[src/rtl/lock_chk_pkg.sv]
package lock_chk_pkg;

  typedef enum logic [2:0] {
    CLS_OTHER = 3'd0,
    CLS_BITOP = 3'd1,
    CLS_XCHG  = 3'd2,
    CLS_ALU2  = 3'd3,
    CLS_ALU1  = 3'd4
  } insn_cls_e;

  typedef struct packed {
    logic legal;
    logic refuse;
  } lock_verdict_t;

endpackage

[src/rtl/lock_form_decode.sv]
module lock_form_decode
  import lock_chk_pkg::*;
#(
  parameter int CLS_W = 3
) (
  input  logic             lock_i,
  input  logic             rep_i,
  input  logic [CLS_W-1:0] cls_i,
  input  logic             dst_mem_i,
  input  logic             src_ri_i,
  output lock_verdict_t    verdict_o
);

  logic form_ok;

  // Whitelist of read-modify-write memory-destination forms.
  always_comb begin
    form_ok = 1'b0;
    case (cls_i)
      CLS_BITOP: form_ok = dst_mem_i & src_ri_i;
      CLS_ALU2:  form_ok = dst_mem_i & src_ri_i;
      CLS_XCHG:  form_ok = (dst_mem_i == src_ri_i);
      CLS_ALU1:  form_ok = dst_mem_i;
      default:   form_ok = 1'b0;
    endcase
  end

  always_comb begin
    verdict_o.legal  = lock_i & ~rep_i & form_ok;
    verdict_o.refuse = lock_i & ~(~rep_i & form_ok);
  end

endmodule

[src/rtl/lock_fault_gen.sv]
module lock_fault_gen #(
  parameter int VEC_W  = 8,
  parameter int UD_VEC = 6
) (
  input  logic             clk,
  input  logic             rst_n,
  input  logic             dec_valid_i,
  input  logic             refuse_i,
  output logic             flt_o,
  output logic [VEC_W-1:0] vec_o
);

  localparam logic [VEC_W-1:0] VEC_UD   = VEC_W'(UD_VEC);
  localparam logic [VEC_W-1:0] VEC_NONE = '0;

  logic             flt_d;
  logic [VEC_W-1:0] vec_d;

  always_comb begin
    flt_d = dec_valid_i & refuse_i;
    vec_d = flt_d ? VEC_UD : VEC_NONE;
  end

  always_ff @(posedge clk or negedge rst_n) begin
    if (!rst_n) begin
      flt_o <= 1'b0;
      vec_o <= VEC_NONE;
    end else begin
      flt_o <= flt_d;
      vec_o <= vec_d;
    end
  end

endmodule

[src/rtl/lock_hold_ctl.sv]
module lock_hold_ctl (
  input  logic clk,
  input  logic rst_n,
  input  logic dec_valid_i,
  input  logic legal_i,
  input  logic refuse_i,
  input  logic done_i,
  output logic req_o
);

  logic req_en;
  logic req_d;

  // Priority: refusal clears, grant sets, completion clears.
  always_comb begin
    req_en = (dec_valid_i & (legal_i | refuse_i)) | done_i;
    if (dec_valid_i & refuse_i)     req_d = 1'b0;
    else if (dec_valid_i & legal_i) req_d = 1'b1;
    else                            req_d = 1'b0;
  end

  always_ff @(posedge clk or negedge rst_n) begin
    if (!rst_n)      req_o <= 1'b0;
    else if (req_en) req_o <= req_d;
  end

endmodule

[src/rtl/lock_gate_check.sv]
module lock_gate_check
  import lock_chk_pkg::*;
#(
  parameter int VEC_W       = 8,
  parameter int UD_VEC      = 6,
  parameter int CLS_W       = 3,
  parameter int SYNC_STAGES = 2
) (
  input  logic             clk,
  input  logic             rst_n,
  input  logic             dec_valid,
  input  logic             dec_lock,
  input  logic             dec_rep,
  input  logic [CLS_W-1:0] dec_class,
  input  logic             dec_dst_mem,
  input  logic             dec_src_ri,
  input  logic             insn_done,
  output logic             flt_pulse,
  output logic [VEC_W-1:0] flt_vector,
  output logic             bus_lock_req
);

  logic          rst_q_n;
  lock_verdict_t verdict;

  // Reset asserts asynchronously and is released through a synchronizer.
  generate
    if (SYNC_STAGES > 1) begin : g_rsync
      logic [SYNC_STAGES-1:0] sync_q;
      always_ff @(posedge clk or negedge rst_n) begin
        if (!rst_n) sync_q <= '0;
        else        sync_q <= {sync_q[SYNC_STAGES-2:0], 1'b1};
      end
      assign rst_q_n = sync_q[SYNC_STAGES-1];
    end else begin : g_rdirect
      assign rst_q_n = rst_n;
    end
  endgenerate

  lock_form_decode #(.CLS_W(CLS_W)) u_dec (
    .lock_i    (dec_lock),
    .rep_i     (dec_rep),
    .cls_i     (dec_class),
    .dst_mem_i (dec_dst_mem),
    .src_ri_i  (dec_src_ri),
    .verdict_o (verdict)
  );

  lock_fault_gen #(.VEC_W(VEC_W), .UD_VEC(UD_VEC)) u_flt (
    .clk         (clk),
    .rst_n       (rst_q_n),
    .dec_valid_i (dec_valid),
    .refuse_i    (verdict.refuse),
    .flt_o       (flt_pulse),
    .vec_o       (flt_vector)
  );

  lock_hold_ctl u_hold (
    .clk         (clk),
    .rst_n       (rst_q_n),
    .dec_valid_i (dec_valid),
    .legal_i     (verdict.legal),
    .refuse_i    (verdict.refuse),
    .done_i      (insn_done),
    .req_o       (bus_lock_req)
  );

endmodule

[config.mk]
export PLATFORM = sky130hd
export DESIGN_NAME = lock_gate_check
export DESIGN_NICKNAME = d
export VERILOG_FILES = /design/src/rtl/lock_chk_pkg.sv /design/src/rtl/lock_form_decode.sv /design/src/rtl/lock_fault_gen.sv /design/src/rtl/lock_hold_ctl.sv /design/src/rtl/lock_gate_check.sv
export SDC_FILE = /design/constraint.sdc
export NUM_CORES = 1
export LEC_CHECK = 0
export BUFFER_PORTS_ARGS = -buffer_cell sky130_fd_sc_hd__buf_2
export CAP_MARGIN = 20
export CELL_PAD_IN_SITES_DETAIL_PLACEMENT = 1
export CELL_PAD_IN_SITES_GLOBAL_PLACEMENT = 1
export CORE_AREA = 2 2 39 41
export DETAILED_ROUTE_END_ITERATION = 8
export DIE_AREA = 0 0 41 43
export PLACE_DENSITY_LB_ADDON = 0.1
export SLEW_MARGIN = 25
export SYNTH_ARGS = -nofsm -noshare
export SYNTH_HDL_FRONTEND = slang
export SYNTH_SLANG_ARGS = --single-unit
[constraint.sdc]
create_clock -name clk -period 1.8 [get_ports clk]
set_clock_uncertainty 0.1 [all_clocks]
set_input_delay 0 -clock clk [delete_from_list [all_inputs] [get_ports clk]]
set_output_delay 0 -clock clk [all_outputs]
set_load 0.03 [all_outputs]
# Yosys cells after proc, flatten, opt, wreduce, memory -nomap -nowiden
# Cells that the tools add are included.
[word_totals]
wordCells = 26
out_inout_bits = 10
reg_bits = 12
[classes]
mux = 4
eq_ne = 5
reduce_logical = 1
n_bitwise = 12
[op_table]
columns = ["cell", "n"]
rows = [
  ["$and 1x1->1", 8],
  ["$eq 3x2->1 const B", 2],
  ["$eq 3x1->1 const B", 1],
  ["$eq 3x3->1 const B", 1],
  ["$mux 3", 1],
  ["$pmux 1 s3", 1],
  ["$mux 1", 2],
  ["$not 1->1", 2],
  ["$or 1x1->1", 2],
  ["$reduce_or 2->1", 1],
  ["$eq 1x1->1", 1],
]

# Logic depth before layout (Yosys ltp)
# Gate-level depths: netlist (run 1).
[logic_depth]
ltp_word = 9
ltp_mapped = 4
ltp_nobuf = 4

# By module
# Synthesis (run 1) repeated with hierarchy kept, for this count alone.
[unflattened]
hier_cells = 26
hier_area_um2 = 255.2
[modules_own_cells]
columns = ["module", "area_each_um2", "n_inst", "seq_area_each_um2", "cells_each"]
rows = [
  ["lock_fault_gen", 95.1, 1, 25.0, 11],
  ["lock_form_decode", 58.8, 1, 0.0, 8],
  ["lock_gate_check", 53.8, 1, 50.0, 3],
  ["lock_hold_ctl", 47.5, 1, 25.0, 4],
]

# Least setup slack after synthesis (run 1)
# No wires, ideal clock.
[synth_path]
path_kind = "input -> register"
startpoint = "input port dec_dst_mem"
endpoint = "register u_hold.req_o"
path_buffers = 0
arrival_time_ns = 1.038
setup_ns = 0.065
path_slack_ns = 0.597
required_ns = 1.635
cell_stages = 4
path_cell_list = "ha_1 -> or4b_1 -> a31oi_1 -> mux2_1"
[synth_via]
elab_chain_cells = 8
word_cells_on_any_way = 14
[synth_rtl]
columns = ["item", "line_no", "rtl"]
rows = [
  ["start: declaration", "lock_gate_check.sv:15", "input logic dec_dst_mem,"],
  ["$eq 1x1->1 or $and 1x1->1 (tied branches)", "lock_form_decode.sv:22, lock_form_decode.sv:20, lock_form_decode.sv:21", ""],
  ["$pmux 1 s3 *", "lock_form_decode.sv:19", "case (cls_i)"],
  ["$and 1x1->1", "lock_form_decode.sv:30", "verdict_o.refuse = lock_i & ~(~rep_i & form_ok);"],
  ["$not 1->1", "lock_form_decode.sv:30", ""],
  ["$and 1x1->1", "lock_form_decode.sv:30", ""],
  ["$or 1x1->1", "lock_hold_ctl.sv:16", "req_en = (dec_valid_i & (legal_i | refuse_i)) | done_i;"],
  ["$and 1x1->1", "lock_hold_ctl.sv:16", ""],
  ["$or 1x1->1", "lock_hold_ctl.sv:16", ""],
  ["end signal: assignment", "lock_hold_ctl.sv:24", "else if (req_en) req_o <= req_d;"],
  ["end: declaration", "lock_hold_ctl.sv:8", "output logic req_o"],
]
# Mark *: on every way between the ends. The rest lies on a longest branch, timed or not.
# A chain may end at the register's enable or synchronous reset.

# Worst setup path after layout (run 1)
[layout_path]
startpoint = "input port dec_dst_mem"
endpoint = "register u_flt.vec_o[1]"
[layout_via]
elab_chain_cells = 7
word_cells_on_any_way = 8
[layout_rtl]
columns = ["item", "line_no", "rtl"]
rows = [
  ["$eq 1x1->1 or $and 1x1->1 (tied branches)", "lock_form_decode.sv:22, lock_form_decode.sv:20, lock_form_decode.sv:21", ""],
  ["$pmux 1 s3 *", "lock_form_decode.sv:19", ""],
  ["$and 1x1->1 *", "lock_form_decode.sv:30", ""],
  ["$not 1->1 *", "lock_form_decode.sv:30", ""],
  ["$and 1x1->1 *", "lock_form_decode.sv:30", ""],
  ["$and 1x1->1 *", "lock_fault_gen.sv:20", "flt_d = dec_valid_i & refuse_i;"],
  ["named net u_flt.flt_d", "lock_fault_gen.sv:16", "logic flt_d;"],
  ["$mux 3 *", "lock_fault_gen.sv:21", "vec_d = flt_d ? VEC_UD : VEC_NONE;"],
  ["end signal: assignment", "lock_fault_gen.sv:30", "vec_o <= vec_d;"],
  ["end: declaration", "lock_fault_gen.sv:10", "output logic [VEC_W-1:0] vec_o"],
]
# Mark *: on every way through the listed nets, which the timed path passes. The rest lies on a longest branch.

==> results by group, run 1 <==
Worst setup path
  – Crit path cell chain: buf_2 > ha_1 > or4b_1 > a31oi_1 > nor2_1 > dlygate4sd3_1
  – CP max-delay cell: dlygate4sd3_1
  – Worst EP arrival: about 1700 ps
  – Critical path type: in2reg
  – CP startpoint kind: input port
  – Maximum fanout along the worst path: 2
  – CP Capture Type: register
  – CP peak stage delay: 550 ps
  – CP required: 1810 ps

Floorplan
  – Die Y: ~43 um
  – Die Wd: 41 um
  – Row count: 14
  – Die area: 1760 sq um
  – Core box area: 1380 sq um
  – Initial cell density of the core: 17.4%
  – I/O Pins: 21

Timing
  – RSZ-0062 raised after global routing: no
  – Crit path time final: around 1700 ps
  – Final hold slack: 16.0 ps
  – TNS Setup: 0 ps
  – Final-report setup violation count: 0
  – Highest clock rate: 0.600 GHz
  – Count of pins over their slew limit: 0
  – Final Cycle Share: roughly 93%
  – Hold Vio Cnt, Final: 0

Finish
  – Antenna diode count: 0
  – Nets: 56
  – Multi-input gate area: a little under 100 sq um
  – Share of cells above drive strength 1: 40.5%
  – FF/Latch Area: 100 sq um
  – Fillers: 174
  – Layout area overhead: 50.5%

Route
  – Detailed route wirelength on metal2: 299 um
  – DRC errors left: 0
  – Uppermost layer routed: met3
  – Initial DRT Pass Iterations: 1
  – WL met3: between 40 and 50 um
  – DR vias: 205
  – Via/cell ratio: 3.53
  – Wire length on met1: 147 um
  – Routed wire per std cell: 8.53 um
  – Routed WL: between 400 and 500 um
  – 1st-iter DRT viols: 0
  – Antenna-violating nets left: 0

Synthesis
  – Post-synth EDFFs: 0
  – Post-synth top area share: 41.7%
  – Syn Area/Cell: between 10 and 15 sq um
  – Post-synth ARST share: 100%
  – Sequential area share after synthesis: between 40% and 50%
  – Count leader, synth: buf_4
  – Cell Area, Synth: 240 sq um
  – Synthesized flop and latch total: 4
  – Yosys cell types: 12
  – Ranking of synthesized cells by area: dfrtp_1 (42%), buf_4 (25%), ha_1 (5.2%)
  – Synth cell count leaders: buf_4 (8), dfrtp_1 (4), conb_1 (2)
  – Cells after Synth: 23
  – Synth warn: 0
  – Top cell type by total area after synthesis: dfrtp_1
  – Predominant post-synthesis flop cell: dfrtp_1

Global route
  – First-pass GRT wire length: 710 um
  – Initial antenna violation count: 0
  – Largest net degree at the start of global routing: 4
  – Global route overflow: 0
  – All-Layer GR Usage: 6.45%
  – Vias in the first global route: 215

Pwr
  – Reg power frac: a little over a third
  – Pint: 191 uW
  – Sw Ratio: a little over a quarter
  – Clk pwr share: 40.6%
  – Switching power: 71.6 uW
  – Combinational share of power: about 23%
  – Peak VDD IR: 0.400 mV
  – Leakage: 0.000196 uW
  – Pwr/cell area: 727 nW/um^2

CTS
  – Setup Buffers After CTS: 0
  – Clk sink count: 4
  – Clock Latency Late Sink: 230 ps
  – Post-CTS resize count: 0
  – CTS Buffer Depth: 2
  – Hold Buf Count CTS: 5
  – Clk slew on worst S/H paths: about 40 ps
  – Htree depth: 1
  – TritonCTS clock tree: done
  – CTS Buf Count: 3
  – Root buffer cell: clkbuf_4

Placement
  – Post-DP HPWL: 390 um
  – RD Place Congestion: 0.538
  – IO Port Bufs: 14

Run
  – Max Cap Viol: 0

Outcome
  – Outcome: completed

Worst hold path
  – Hold Path Class: in2reg
-- critical path: cells and delay by family --
kind / cells / cell delay [ps]
AOI/OAI and AO/OA: 1 / 220
adders and majority gates: 1 / 270
buffers and inverters: 2 / 660
and+or+nand+nor: 2 / 520
-- worst paths after layout --
check | from | to | slack (ps) | cells past startpoint
setup / recovery | dec_dst_mem | u_flt.vec_o[1]$_DFF_PN0_ | 130 | 6
hold / removal | dec_lock | u_hold.req_o$_DFFE_PN0P_ | 20 | 3
setup reg to reg | u_hold.req_o$_DFFE_PN0P_ | u_hold.req_o$_DFFE_PN0P_ | 800 | 2
hold reg to reg | g_rsync.sync_q[0]$_DFF_PN0_ | g_rsync.sync_q[1]$_DFF_PN0_ | 250 | 0
max in group asynchronous | rst_n | g_rsync.sync_q[0]$_DFF_PN0_ | 930 | 3
min in group asynchronous | g_rsync.sync_q[1]$_DFF_PN0_ | u_hold.req_o$_DFFE_PN0P_ | 450 | 1
-- cell usage in the layout (no fill, tap or decap), drive strengths merged --
cell and n:
mux2 1, a31oi 1, dlygate4sd3 5, conb 7
nand2 1, nor2b 1, clkbuf 3, or4b 1
dfrtp 4, nand4bb 1, ha 1, buf 14
nand3b 1, nor2 1
-- layout make-up --
type | instances | share of cell area (%)
Sequential cell | 4 | 27.7
Tap cell | 16 | 5.54
Timing Repair Buffer | 19 | 33.2
Multi-Input combinational cell | 16 | 27.3
Clock buffer | 3 | 6.23
-- metrics by stage --
stage	setup slack, ps	power (uW)	cell area [sq um]	instances	utilization, %
2_1_floorplan	597	144	259	28	-
3_3_place_gp	397	147	289	50	20.9
3_5_place_dp	389	149	289	50	20.9
4_1_cts	123	270	362	58	26.1
5_1_grt	79.1	286	362	58	26.1
6_report	134	263	362	58	26.1
-- power groups by stage --
stage	Sequential, uW	Combinational (uW)	Clock, uW
6_report	96.2	60.0	107
3_5_place_dp	98.0	50.9	0
5_1_grt	96.7	65.0	124
2_1_floorplan	102	42.3	0
3_3_place_gp	97.7	49.7	0
4_1_cts	96.4	60.2	113
-- layer usage --
layer	track usage, %	vias up
li1	-	101
met1	3.58	92
met2	11.9	12
met3	6.28	0
met4	2.00	0
met5	0	-
-- registers in the layout, indices dropped and copies added, names as in the netlist --
| name | count |
|---|---|
| u_flt.vec_o | 1 |
| g_rsync.sync_q | 2 |
| u_hold.req_o | 1 |
-- kinds of logic (layout without fill, tap and decap cells) --
family                   Yosys count  in the layout  share of synthesized area [%]
buffers and inverters              8             22                           25.0
adder cells (fa/ha/maj)            1              1                           5.21
multiplexers                       1              1                           4.69
other                              2              7                           3.13
flip-flops                         4              4                           41.7
AO/OA/AOI/OAI                      1              1                           2.61
AND/OR/NAND/NOR                    6              6                           17.7
(Power assumes the default switching activity.)
==> inputs of run 2 (changes only) <==
RECOVER_POWER = 100   (was default)
==> results by group, run 2 (same netlist as run 1, synthesis figures left out) <==
Floorplan
  – Die Y: 43 um (unchanged)
  – Row count: 14 (unchanged)
  – Die Wd: 41 um (unchanged)
  – I/O Pins: 21 (unchanged)
  – Die area: 1760 sq um (unchanged)
  – Core box area: 1380 sq um (unchanged)
  – Initial cell density of the core: 17.4% (unchanged)

CTS
  – Clk sink count: 4 (unchanged)
  – Clk slew on worst S/H paths: 40 ps (about the same)
  – CTS Buf Count: 3 (unchanged)
  – Setup Buffers After CTS: 0 (unchanged)
  – Htree depth: 1 (unchanged)
  – Hold Buf Count CTS: 5 (unchanged)
  – Post-CTS resize count: 0 (unchanged)
  – CTS Buffer Depth: 2 (unchanged)
  – Root buffer cell: clkbuf_4
  – Clock Latency Late Sink: 230 ps (about the same)
  – TritonCTS clock tree: done

Finish
  – Antenna diode count: 0 (unchanged)
  – Most common cell after layout, fill and taps aside: buf_2
  – Share of cells above drive strength 1: 28.6% (-12 points)
  – Layout area overhead: 47.9%
  – Largest register FFs: 2 (unchanged)
  – Nets: 56 (unchanged)
  – Most frequent cells in the layout: buf_2 (9), conb_1 (7), dlygate4sd3_1 (5), clkbuf_1 (5), dfrtp_1 (4)
  – Biggest register: g_rsync.sync_q
  – Fin util: 25.7% (-0.45 points)
  – Largest registers: g_rsync.sync_q x2, u_flt.vec_o x1, u_hold.req_o x1
  – Fillers: 173 (-0.57%)

Global route
  – Largest net degree at the start of global routing: 4 (unchanged)
  – Initial antenna violation count: 0 (unchanged)
  – First-pass GRT wire length: 710 um (unchanged)
  – Busiest grt layer: met2
  – Global routing usage on met3: 6.28% (unchanged)
  – GR Util met2: 11.9% (unchanged)
  – Global route overflow: 0 (unchanged)
  – Met1 usage: 3.58% (unchanged)
  – Vias in the first global route: 215 (unchanged)
  – All-Layer GR Usage: 6.45% (unchanged)

Route
  – Routed WL: 501 um (+1.2%)
  – Via/cell ratio: 3.53 (unchanged)
  – 1st-iter DRT viols: 0 (unchanged)
  – Routed wire per std cell: 8.64 um (+1.2%)
  – DR vias: 205 (unchanged)
  – Antenna-violating nets left: 0 (unchanged)
  – Initial DRT Pass Iterations: 1 (unchanged)
  – DRC errors left: 0 (unchanged)

Placement
  – IO Port Bufs: 14 (unchanged)
  – RD Place Congestion: 0.538 (unchanged)
  – Post-DP HPWL: 390 um (unchanged)

Worst setup path
  – CP required: 1810 ps (about the same)
  – Worst EP arrival: 1660 ps (about the same)
  – CP startpoint kind: input port
  – CP Capture Type: register
  – Critical path type: in2reg
  – Maximum fanout along the worst path: 2 (unchanged)

Pwr
  – Peak VDD IR: 0.399 mV (-0.15%)
  – Pwr/cell area: 736 nW/um^2 (+1.2%)
  – Leakage: 0.000178 uW (-9.2%)

Timing
  – Highest clock rate: 0.604 GHz (+0.59%)
  – RSZ-0062 raised after global routing: no
  – Final Cycle Share: 92.0% (-0.54 points)
  – Crit path time final: 1660 ps (-9.71 ps)
  – Count of pins over their slew limit: 0 (unchanged)
  – Hold Vio Cnt, Final: 0 (unchanged)
  – TNS Setup: 0 ps (unchanged)
  – Final-report setup violation count: 0 (unchanged)

Run
  – Max Cap Viol: 0 (unchanged)

Worst hold path
  – Hold Path Class: in2reg

Outcome
  – Outcome: completed
==> run 2: layer usage <==
metal	routed length [um]	up-vias
li1	-	101
met1	152	92
met2	299	12
met3	49	0
met4	0	0
met5	0	-
==> run 2: final timing paths <==
path | from | to | slack, ps | cells after the start
hold / removal | dec_lock | u_hold.req_o$_DFFE_PN0P_ | 20 | 3
setup reg to reg | u_hold.req_o$_DFFE_PN0P_ | u_hold.req_o$_DFFE_PN0P_ | 800 | 2
max in group asynchronous | rst_n | g_rsync.sync_q[0]$_DFF_PN0_ | 930 | 3
hold reg to reg | g_rsync.sync_q[0]$_DFF_PN0_ | g_rsync.sync_q[1]$_DFF_PN0_ | 250 | 0
min in group asynchronous | g_rsync.sync_q[1]$_DFF_PN0_ | u_hold.req_o$_DFFE_PN0P_ | 450 | 1
setup / recovery | dec_dst_mem | u_flt.vec_o[1]$_DFF_PN0_ | 140 | 6
==> run 2: area by class of cell <==
class                           count  area, sq um  share of cell area (%)
Tap cell                           16         20.0                    5.63
Timing Repair Buffer               19          114                    32.0
Multi-Input combinational cell     16         98.8                    27.8
Sequential cell                     4          100                    28.2
Clock buffer                        3         22.5                    6.34
==> run 2: worst max-delay path, cell delays in order <==
cell           delay (ps)
clkbuf_1               90
ha_1                  280
or4b_1                460
a31oi_1               220
nor2_1                 60
dlygate4sd3_1         550
==> run 2: where the power goes <==
| group | switching (uW) | leakage (uW) | total (uW) | internal, uW |
|---|---|---|---|---|
| clock network | 32.5 | 0.0000138 | 107 | 74.3 |
| registers | 1.72 | 0.0000501 | 96.4 | 94.7 |
| logic | 37.6 | 0.000114 | 58.4 | 20.9 |
| total | 71.8 | 0.000178 | 262 | 190 |
==> run 2: per-stage QoR <==
step	area (sq um)	hold slack (ps)	total power, uW	instances	setup slack, ps
after floorplan	259	-396	144	28	597
after global placement	289	-314	147	50	397
after detailed placement	289	-312	149	50	389
after CTS	362	18.9	270	58	123
after global routing	355	21.8	284	58	81.5
final	355	16.0	262	58	144
